### src/rtl/pwr_pkg.sv
package pwr_pkg;
   typedef enum logic [1:0] {
      TK_NORMAL = 2'b00,
      TK_RETRY  = 2'b01,
      TK_DISC   = 2'b10,
      TK_ABORT  = 2'b11
   } term_e;

   localparam logic [3:0] CMD_MEMWR = 4'h7;
   localparam logic [3:0] CMD_MWI   = 4'hF;
endpackage

### src/rtl/pwr_addr_track.sv
module pwr_addr_track #(
   parameter int ADDR_W = 32,
   parameter int WCNT_W = 8
) (
   input  logic              clk,
   input  logic              rst_n,
   input  logic              load,
   input  logic [ADDR_W-1:0] load_addr,
   input  logic [3:0]        load_cmd,
   input  logic              advance,
   input  logic [WCNT_W-1:0] words,
   input  logic              clear,
   output logic [ADDR_W-1:0] addr_q,
   output logic [3:0]        cmd_q
);
   localparam int STEP_W = WCNT_W + 2;

   generate
      if (STEP_W >= ADDR_W) begin : g_bad_width
         $error("pwr_addr_track: ADDR_W must exceed WCNT_W+2");
      end
   endgenerate

   logic [ADDR_W-1:0] step;
   assign step = {{(ADDR_W-STEP_W){1'b0}}, words, 2'b00};

   always_ff @(posedge clk or negedge rst_n) begin
      if (!rst_n) begin
         addr_q <= '0;
         cmd_q  <= '0;
      end else if (load) begin
         addr_q <= load_addr;
         cmd_q  <= load_cmd;
      end else if (clear) begin
         addr_q <= '0;
         cmd_q  <= '0;
      end else if (advance) begin
         addr_q <= addr_q + step;
         if (words != '0 && cmd_q == pwr_pkg::CMD_MWI)
            cmd_q <= pwr_pkg::CMD_MEMWR;
      end
   end

   AST_DISC_STEP: assert property (@(posedge clk) disable iff (!rst_n)
      (advance && !load && !clear) |=> (addr_q == $past(addr_q) + {$past(words), 2'b00}));
   AST_MWI_DROP: assert property (@(posedge clk) disable iff (!rst_n)
      (advance && !load && !clear && words != '0) |=> (cmd_q != pwr_pkg::CMD_MWI));
endmodule

### src/rtl/pwr_attempt_ctr.sv
module pwr_attempt_ctr #(
   parameter int LIMIT = 1 << 24
) (
   input  logic clk,
   input  logic rst_n,
   input  logic first,
   input  logic again,
   input  logic clear,
   output logic at_limit
);
   localparam int CNT_W = $clog2(LIMIT + 1);
   localparam logic [CNT_W-1:0] LIM_V = CNT_W'(LIMIT);

   generate
      if (LIMIT < 1) begin : g_bad_limit
         $error("pwr_attempt_ctr: LIMIT must be at least 1");
      end
   endgenerate

   logic [CNT_W-1:0] cnt_q;

   always_ff @(posedge clk or negedge rst_n) begin
      if (!rst_n)        cnt_q <= '0;
      else if (first)    cnt_q <= CNT_W'(1);
      else if (clear)    cnt_q <= '0;
      else if (again)    cnt_q <= cnt_q + 1'b1;
   end

   assign at_limit = (cnt_q == LIM_V);

   AST_CNT_BOUND: assert property (@(posedge clk) disable iff (!rst_n)
      cnt_q <= LIM_V);
   AST_NO_RELAUNCH_AT_LIMIT: assert property (@(posedge clk) disable iff (!rst_n)
      (at_limit && !first) |-> !again);
endmodule

### src/rtl/pwr_err_report.sv
module pwr_err_report (
   input  logic clk,
   input  logic rst_n,
   input  logic abort_ev,
   input  logic exhaust_ev,
   input  logic serr_en,
   input  logic nodeliv_dis,
   output logic nodeliv_q,
   output logic rx_tabort_q,
   output logic sig_serr_q,
   output logic serr_q
);
   logic raise;
   assign raise = serr_en & (abort_ev | (exhaust_ev & ~nodeliv_dis));

   always_ff @(posedge clk or negedge rst_n) begin
      if (!rst_n) begin
         nodeliv_q   <= 1'b0;
         rx_tabort_q <= 1'b0;
         sig_serr_q  <= 1'b0;
         serr_q      <= 1'b0;
      end else begin
         nodeliv_q   <= exhaust_ev;
         rx_tabort_q <= abort_ev;
         sig_serr_q  <= raise;
         serr_q      <= raise;
      end
   end

   AST_SERR_GATED: assert property (@(posedge clk) disable iff (!rst_n)
      serr_q |-> $past(serr_en));
   AST_SERR_NEEDS_CAUSE: assert property (@(posedge clk) disable iff (!rst_n)
      serr_q |-> (rx_tabort_q || nodeliv_q));
endmodule

### src/rtl/pwr_redeliver_ctl.sv
module pwr_redeliver_ctl #(
   parameter int ADDR_W        = 32,
   parameter int WCNT_W        = 8,
   parameter int ATTEMPT_LIMIT = 1 << 24
) (
   input  logic              clk,
   input  logic              rst_n,
   input  logic              txn_valid,
   input  logic [ADDR_W-1:0] txn_addr,
   input  logic [3:0]        txn_cmd,
   input  logic              term_valid,
   input  logic [1:0]        term_kind,
   input  logic [WCNT_W-1:0] term_words,
   input  logic              data_left,
   input  logic              serr_en,
   input  logic              nodeliv_dis,
   output logic              att_start,
   output logic [ADDR_W-1:0] att_addr,
   output logic [3:0]        att_cmd,
   output logic              busy,
   output logic              nodeliv_evt,
   output logic              rx_tabort_set,
   output logic              sig_serr_set,
   output logic              serr_req
);
   import pwr_pkg::*;

   term_e kind;
   logic  live_term, accept, fail_go, at_limit;
   logic  relaunch, exhaust, abort_ev, retire, finish;

   assign kind      = term_e'(term_kind);
   assign live_term = busy & term_valid;
   assign accept    = txn_valid & ~busy;
   assign fail_go   = live_term & data_left & (kind == TK_RETRY || kind == TK_DISC);
   assign relaunch  = fail_go & ~at_limit;
   assign exhaust   = fail_go & at_limit;
   assign abort_ev  = live_term & (kind == TK_ABORT);
   assign retire    = live_term & (kind == TK_NORMAL ||
                      ((kind == TK_RETRY || kind == TK_DISC) && !data_left));
   assign finish    = retire | exhaust | abort_ev;

   always_ff @(posedge clk or negedge rst_n) begin
      if (!rst_n) begin
         busy      <= 1'b0;
         att_start <= 1'b0;
      end else begin
         att_start <= accept | relaunch;
         if (accept)      busy <= 1'b1;
         else if (finish) busy <= 1'b0;
      end
   end

   pwr_addr_track #(.ADDR_W(ADDR_W), .WCNT_W(WCNT_W)) u_addr (
      .clk(clk), .rst_n(rst_n),
      .load(accept), .load_addr(txn_addr), .load_cmd(txn_cmd),
      .advance(relaunch & (kind == TK_DISC)), .words(term_words),
      .clear(finish),
      .addr_q(att_addr), .cmd_q(att_cmd)
   );

   pwr_attempt_ctr #(.LIMIT(ATTEMPT_LIMIT)) u_cnt (
      .clk(clk), .rst_n(rst_n),
      .first(accept), .again(relaunch), .clear(finish),
      .at_limit(at_limit)
   );

   pwr_err_report u_err (
      .clk(clk), .rst_n(rst_n),
      .abort_ev(abort_ev), .exhaust_ev(exhaust),
      .serr_en(serr_en), .nodeliv_dis(nodeliv_dis),
      .nodeliv_q(nodeliv_evt), .rx_tabort_q(rx_tabort_set),
      .sig_serr_q(sig_serr_set), .serr_q(serr_req)
   );

   AST_START_BUSY: assert property (@(posedge clk) disable iff (!rst_n)
      att_start |-> busy);
   AST_START_PULSE: assert property (@(posedge clk) disable iff (!rst_n)
      (att_start && !(busy && term_valid)) |=> !att_start);
   AST_RETRY_HOLD: assert property (@(posedge clk) disable iff (!rst_n)
      (relaunch && kind == TK_RETRY) |=> ($stable(att_addr) && $stable(att_cmd)));
   AST_DONE_CLEARS: assert property (@(posedge clk) disable iff (!rst_n)
      (retire && !txn_valid) |=> (att_addr == '0 && !busy));
endmodule

### config.mk
export PLATFORM = sky130hd
export DESIGN_NAME = pwr_redeliver_ctl
export DESIGN_NICKNAME = d
export VERILOG_FILES = /design/src/rtl/pwr_pkg.sv /design/src/rtl/pwr_addr_track.sv /design/src/rtl/pwr_attempt_ctr.sv /design/src/rtl/pwr_err_report.sv /design/src/rtl/pwr_redeliver_ctl.sv
export SDC_FILE = /design/constraint.sdc
export NUM_CORES = 1
export LEC_CHECK = 0
export ABC_AREA = 0
export ABC_CLOCK_PERIOD_IN_PS = 5700
export BUFFER_PORTS_ARGS = -buffer_cell sky130_fd_sc_hd__buf_2
export CORE_AREA = 2 2 103 105
export CTS_BUF_LIST = sky130_fd_sc_hd__clkbuf_16
export CTS_CLUSTER_SIZE = 14
export DETAILED_ROUTE_END_ITERATION = 6
export DIE_AREA = 0 0 105 107
export SLEW_MARGIN = 25
export SYNTH_ARGS = -nofsm -noshare
export SYNTH_HDL_FRONTEND = slang
export SYNTH_SLANG_ARGS = --single-unit
### constraint.sdc
create_clock -name clk -period 5.7 [get_ports clk]
set_input_delay 1.14 -clock clk [delete_from_list [all_inputs] [get_ports clk]]
set_output_delay 1.14 -clock clk [all_outputs]
set_load 0.01 [all_outputs]
== Word-level counts from Yosys, hierarchy flattened ==
Index checks and enable logic that the tools add are counted.

* Output and inout bits: 42
* Word-level logic and storage cells: 57
* Input bits: 53
* Flip-flop bits (word level): 66

* $add $sub $neg: 2
* Mux-type cells: 12
* Reductions and logical operators: 12
* Equality and inequality tests: 5
* Bitwise operators: 18

{| class="wikitable"
|+ Operator list
! operator !! count
|-
| $mux 32 || 3
|-
| $mux 25 || 3
|-
| $add 32x10->32 || 1
|-
| $add 25x1->25 const B || 1
|-
| $eq 25x25->1 const B || 1
|-
| $mux 4 || 4
|-
| $and 1x1->1 || 11
|-
| $reduce_bool 3->1 || 3
|-
| $reduce_bool 8->1 || 1
|-
| $eq 2x2->1 const B || 2
|-
| $eq 4x4->1 const B || 1
|-
| $or 1x1->1 || 4
|-
| $not 1->1 || 3
|-
| $eq 2x1->1 const B || 1
|-
| $logic_and 1x1->1 || 2
|-
| $logic_not 2->1 || 1
|-
| $logic_or 1x1->1 || 2
|-
| $mux 1 || 2
|-
| $reduce_and 2->1 || 1
|-
| $reduce_bool 2->1 || 1
|-
| $logic_not 1->1 || 1
|}

== Logic depth before layout (Yosys ltp) ==
* Depth after elaboration: 9
* Depth in mapped cells: 9
* Mapped depth without buffers: 9

== Hierarchy ==
Synthesis repeated with hierarchy kept, for this count alone.

* Cells, all modules: 424
* Area, all modules: 3,912.5 sq um

{| class="wikitable"
|+ Modules (own cells, without submodules)
! module !! cells an instance !! area an instance (sq um) !! sequential area each (sq um) !! instances
|-
| pwr_addr_track || 247 || 2,230.9 || 900.9 || 1
|-
| pwr_attempt_ctr || 151 || 1,396.3 || 625.6 || 1
|-
| pwr_redeliver_ctl || 20 || 181.4 || 50.0 || 1
|-
| pwr_err_report || 6 || 103.8 || 75.1 || 1
|}

== Worst setup path after synthesis ==
No wires, ideal clock.

* Path type: input-to-reg
* From: input port term_words[1]
* To: register u_addr.addr_q[21]
* Stages on the path: 8
* Data arrival time: 3.036 ns
* Slack: 2.598 ns
* Setup time: 0.066 ns
* Path buffers: 1
* Path through: ha_1 -> a211o_1 -> a221o_1 -> a41oi_1 -> buf_2 -> nor2_1 -> a31o_2 -> o2bb2a_1

* Word-level cells in the longest chain between the ends: 4

{| class="wikitable"
|+ RTL lines
! what !! line !! RTL
|-
| start: declaration || pwr_redeliver_ctl.sv:13 || <nowiki>input logic [WCNT_W-1:0] term_words,</nowiki>
|-
| $add 32x10->32 || pwr_addr_track.sv:38 || <nowiki>addr_q <= addr_q + step;</nowiki>
|-
| $mux 32 || pwr_addr_track.sv:37 || <nowiki>end else if (advance) begin</nowiki>
|-
| $mux 32 || pwr_addr_track.sv:34 || <nowiki>end else if (clear) begin</nowiki>
|-
| $mux 32 || pwr_addr_track.sv:31 || <nowiki>end else if (load) begin</nowiki>
|-
| end signal: assignment || pwr_addr_track.sv:32 || <nowiki>addr_q <= load_addr;</nowiki>
|-
| end signal: assignment || pwr_addr_track.sv:38 ||
|-
| end: declaration || pwr_addr_track.sv:13 || <nowiki>output logic [ADDR_W-1:0] addr_q,</nowiki>
|}

Every way passes these cells. The select of a mux whose other input is x is not followed.
A chain may end at the register's enable or synchronous reset.

== Worst setup path after layout ==
Same ends and word-level chain as after synthesis.

==> out/results.ini <==
[critical_path]
path_buf_inv = 1
cp_max_fo = 12
reg2reg_slack_ps = 3030
crit_required_ps = 5980
cp-end-kind = flip-flop
reg2reg_from = u_addr.addr_q[3]
crit_start = term_words[1]
cpPeakStageDelay_ps = 550
critPathCapture = u_addr.addr_q[21]
cp_top_family = compound AO/OA/AOI/OAI gates
ff2ff_path_depth = 7
crit_arrival_ps = 3470
critPathLaunchType = input port
slowest_stage = a41oi_2
path_class = in -> reg
cp_cell_sequence = buf_2 > ha_1 > a211o_1 > a221o_1 > a41oi_2 > nor2_1 > a31o_2 > o2bb2a_1
path_depth = 8
r2r_end = u_addr.addr_q[21]

[synthesis]
synth_xor_area_share_pct = 8.691
synth-edff-count = 0
synthArstFlopShare_pct = 100.0
synth_cell_types = 60
yosys_warnings = 0
synth_area_um2 = 3930
synthFlopType = dfrtp_1
synthCells = 442
synth_nets = 509
synth-adder-area-share_pct = 4.648
ys_seq_area_share_pct = 42.02
synth_compound_area_share_pct = 16.05
synth_mux_area_share_pct = 0.2547
avgSynthCellArea_um2 = 8.891
yosys.area_share.simple_pct = 25.12
synth_top_family_by_area = simple AND/OR/NAND/NOR gates
ys_seq_elements = 66

[pwr]
p_int_mw = 1.314
p_leak_nw = 2.235
pwr-share-comb_pct = 37.4
p_sw_mw = 0.8352
p_clk_share_pct = 27.9
vdd_drop_max_v = 0.0001604
seqPwrFrac_pct = 34.7
pwr_density_cell_nw_per_um2 = 442.1
p_sw_share_pct = 38.87

[clock_tree]
cts_root_buf = clkbuf_16
postCtsSetupBuffers = 0
cts_inserted_buffers = 9
cts.clk_slew.worst_paths_ps = 60
post_cts_resized = 0
clk_latency_ps = 330
cts_tree = done
clock-sinks = 66
cts-hold-fix-buffers = 0
htreeDepth = 3
cts_buffer_depth = 2

[timing]
worstMarginPinSlew_ps = 882.9
finalSetupTns_ps = 0
period_minus_slack_ps = 3196
finClkSkew_ps = 6.569
fin_crit_sh_pct = 56.07
setup_violations = 0
max_freq_mhz = 312.9
finalMaxSlewViolations = 0
relSlewSlack_pct = 41.14
whs_ps = 501.9
rsz0062_at_grt = no
hold_violations = 0

[die]
ios = 95
dieHeight_um = 107
num_rows = 37
core_area_um2 = 10090
initial_core_util_pct = 38.94
die-area_um2 = 11240
chipWidth_um = 105

[global_route]
grt_util_met1_pct = 26.13
track_usage_pct = 20.48
antenna_found_initial = 0
grt_first_pass_wirelength_um = 18170
top_usage_layer = met2
grt_pass1_vias = 3615
grt_util_met2_pct = 33.81
grt_max_degree = 67
grt-ovfl-total = 0
grt.met3_usage_pct = 4.255

[drt]
via_per_inst = 5.462
routedWlPerCell_um = 16.36
dr.pass1.iters = 7
vias = 3687
drc_errors = 0
ant_nets = 0
drt_iter0_drc = 177
drt_wl_total_um = 11050

[cells_and_area]
synthToLayoutAreaGrowth_pct = 23.69
drive_gt1_share_pct = 23.19
multi_input_area_um2 = 2167
fill_cells = 1035
seq_area_um2 = 1652
final_nets = 601
diodes = 0

[run_status]
status = complete, no violations

[worst_hold_path]
hold_class = reg -> reg

[placed_design]
dpl.hpwl_um = 7847
port_buffers = 94
gp_congestion = 0.8722

[job]
drv_cap = 0

==> power groups by stage <==
stage	sequential (mW)	combinational [mW]	clock, mW
global route	0.765	0.893	0.634
global placement	0.747	0.789	0
CTS	0.743	0.802	0.614
detailed placement	0.749	0.799	0
floorplan	0.770	0.476	0
finish	0.745	0.804	0.600
==> synth_stat cells (4+ instances only) <==
cell type / n / area share (%)
a21o_1: 5 / 0.96
a21oi_1: 17 / 2.2
a221oi_1: 5 / 1.1
a22o_1: 5 / 1.1
and3_1: 5 / 0.80
and4_1: 4 / 0.89
buf_2: 5 / 0.64
clkbuf_1: 9 / 0.86
dfrtp_1: 66 / 42
ha_1: 13 / 4.1
inv_1: 14 / 1.3
nand2_1: 57 / 5.4
nand3_1: 18 / 2.3
nand4_1: 12 / 1.9
nor2_1: 53 / 5.1
nor3_1: 11 / 1.4
nor4_1: 14 / 2.2
o21a_1: 6 / 1.1
o21ai_0: 20 / 2.5
or4_1: 6 / 1.1
xnor2_1: 26 / 5.8
xor2_1: 13 / 2.9
==> worst register-to-register path: cells and delay by family (launching register included) <==
kind / cells / cell delay, ps
DFF: 1 / 410
AOI/OAI and AO/OA: 5 / 1740
adders and majority gates: 1 / 300
and+or+nand+nor: 1 / 170
==> cells in the final DEF (no fill, tap or decap), drive strengths merged, types with 3 or more instances in the layout <==
master,netlist,final
a221oi,5,5
or4,6,6
o31ai,3,3
nor3,12,12
a31oi,3,3
a22o,5,5
and4,4,4
dfrtp,66,66
o21a,6,6
nand4,13,13
o21ai,21,21
nand2,57,57
inv,14,14
a21oi,17,17
ha,13,13
and3,5,5
nand2b,3,3
nor4,14,14
a21o,5,5
xnor2,26,26
clkbuf,9,9
nor2,56,56
xor2,13,13
or3,4,4
nand3,18,18
clkinv,0,4
buf,8,98
o211ai,3,3
==> logic make-up (layout without fill, tap and decap cells) <==
logic type                 after synthesis  count (layout)
muxes                                    1               1
adders and majority gates               14              14
buffers and inverters                   31             128
and+or+nand+nor                        200             200
AOI/OAI and AO/OA                       91              91
DFF                                     66              66
xor gates and xnor gates                39              39
==> how the worst min path moves through the flow <==
stage	from	to	slack, ps	cells past startpoint
after floorplan	u_cnt.cnt_q[24]	u_cnt.cnt_q[24]	510	2
after global placement	u_addr.addr_q[0]	u_addr.addr_q[0]	490	1
after detailed placement	u_addr.addr_q[0]	u_addr.addr_q[0]	480	1
after CTS	u_addr.addr_q[0]	u_addr.addr_q[0]	500	1
after global routing	u_addr.addr_q[0]	u_addr.addr_q[0]	540	1
final	u_addr.addr_q[0]	u_addr.addr_q[0]	500	1
==> metrics by stage <==
stage          total power [mW]  instance area (um^2)  setup slack, ps  instances  utilization (%)
2_1_floorplan             1.246                  3930             2598        442                -
3_3_place_gp              1.536                  4534             1880        659            44.93
3_5_place_dp              1.548                  4534             1876        659            44.93
4_1_cts                   2.160                  4853             2232        675            48.09
5_1_grt                   2.293                  4861             2249        675            48.17
6_report                  2.149                  4861             2504        675            48.17
==> metal layers <==
layer / vias to the layer above / wire length, um
met2: 116 / 5366
met5: - / 0
li1: 1778 / -
met3: 19 / 587
met4: 0 / 249
met1: 1774 / 4843
==> final cells by class <==
type                       count  area share [%]
tap                          136           3.501
clock inverter                 7           1.931
inverter                      14           1.081
timing repair buffer          98           10.30
clock buffer                   9           4.633
multi-input combinational    345           44.58
sequential                    66           33.98
==> flip-flops by register name (all words and copies together) (netlist names) <==
| name | cells |
|---|---|
| att_start | 1 |
| busy | 1 |
| u_addr.addr_q | 32 |
| u_addr.cmd_q | 4 |
| u_cnt.cnt_q | 25 |
| u_err.nodeliv_q | 1 |
| u_err.rx_tabort_q | 1 |
| u_err.sig_serr_q | 1 |
No activity file was read; power rests on OpenSTA's default activity.
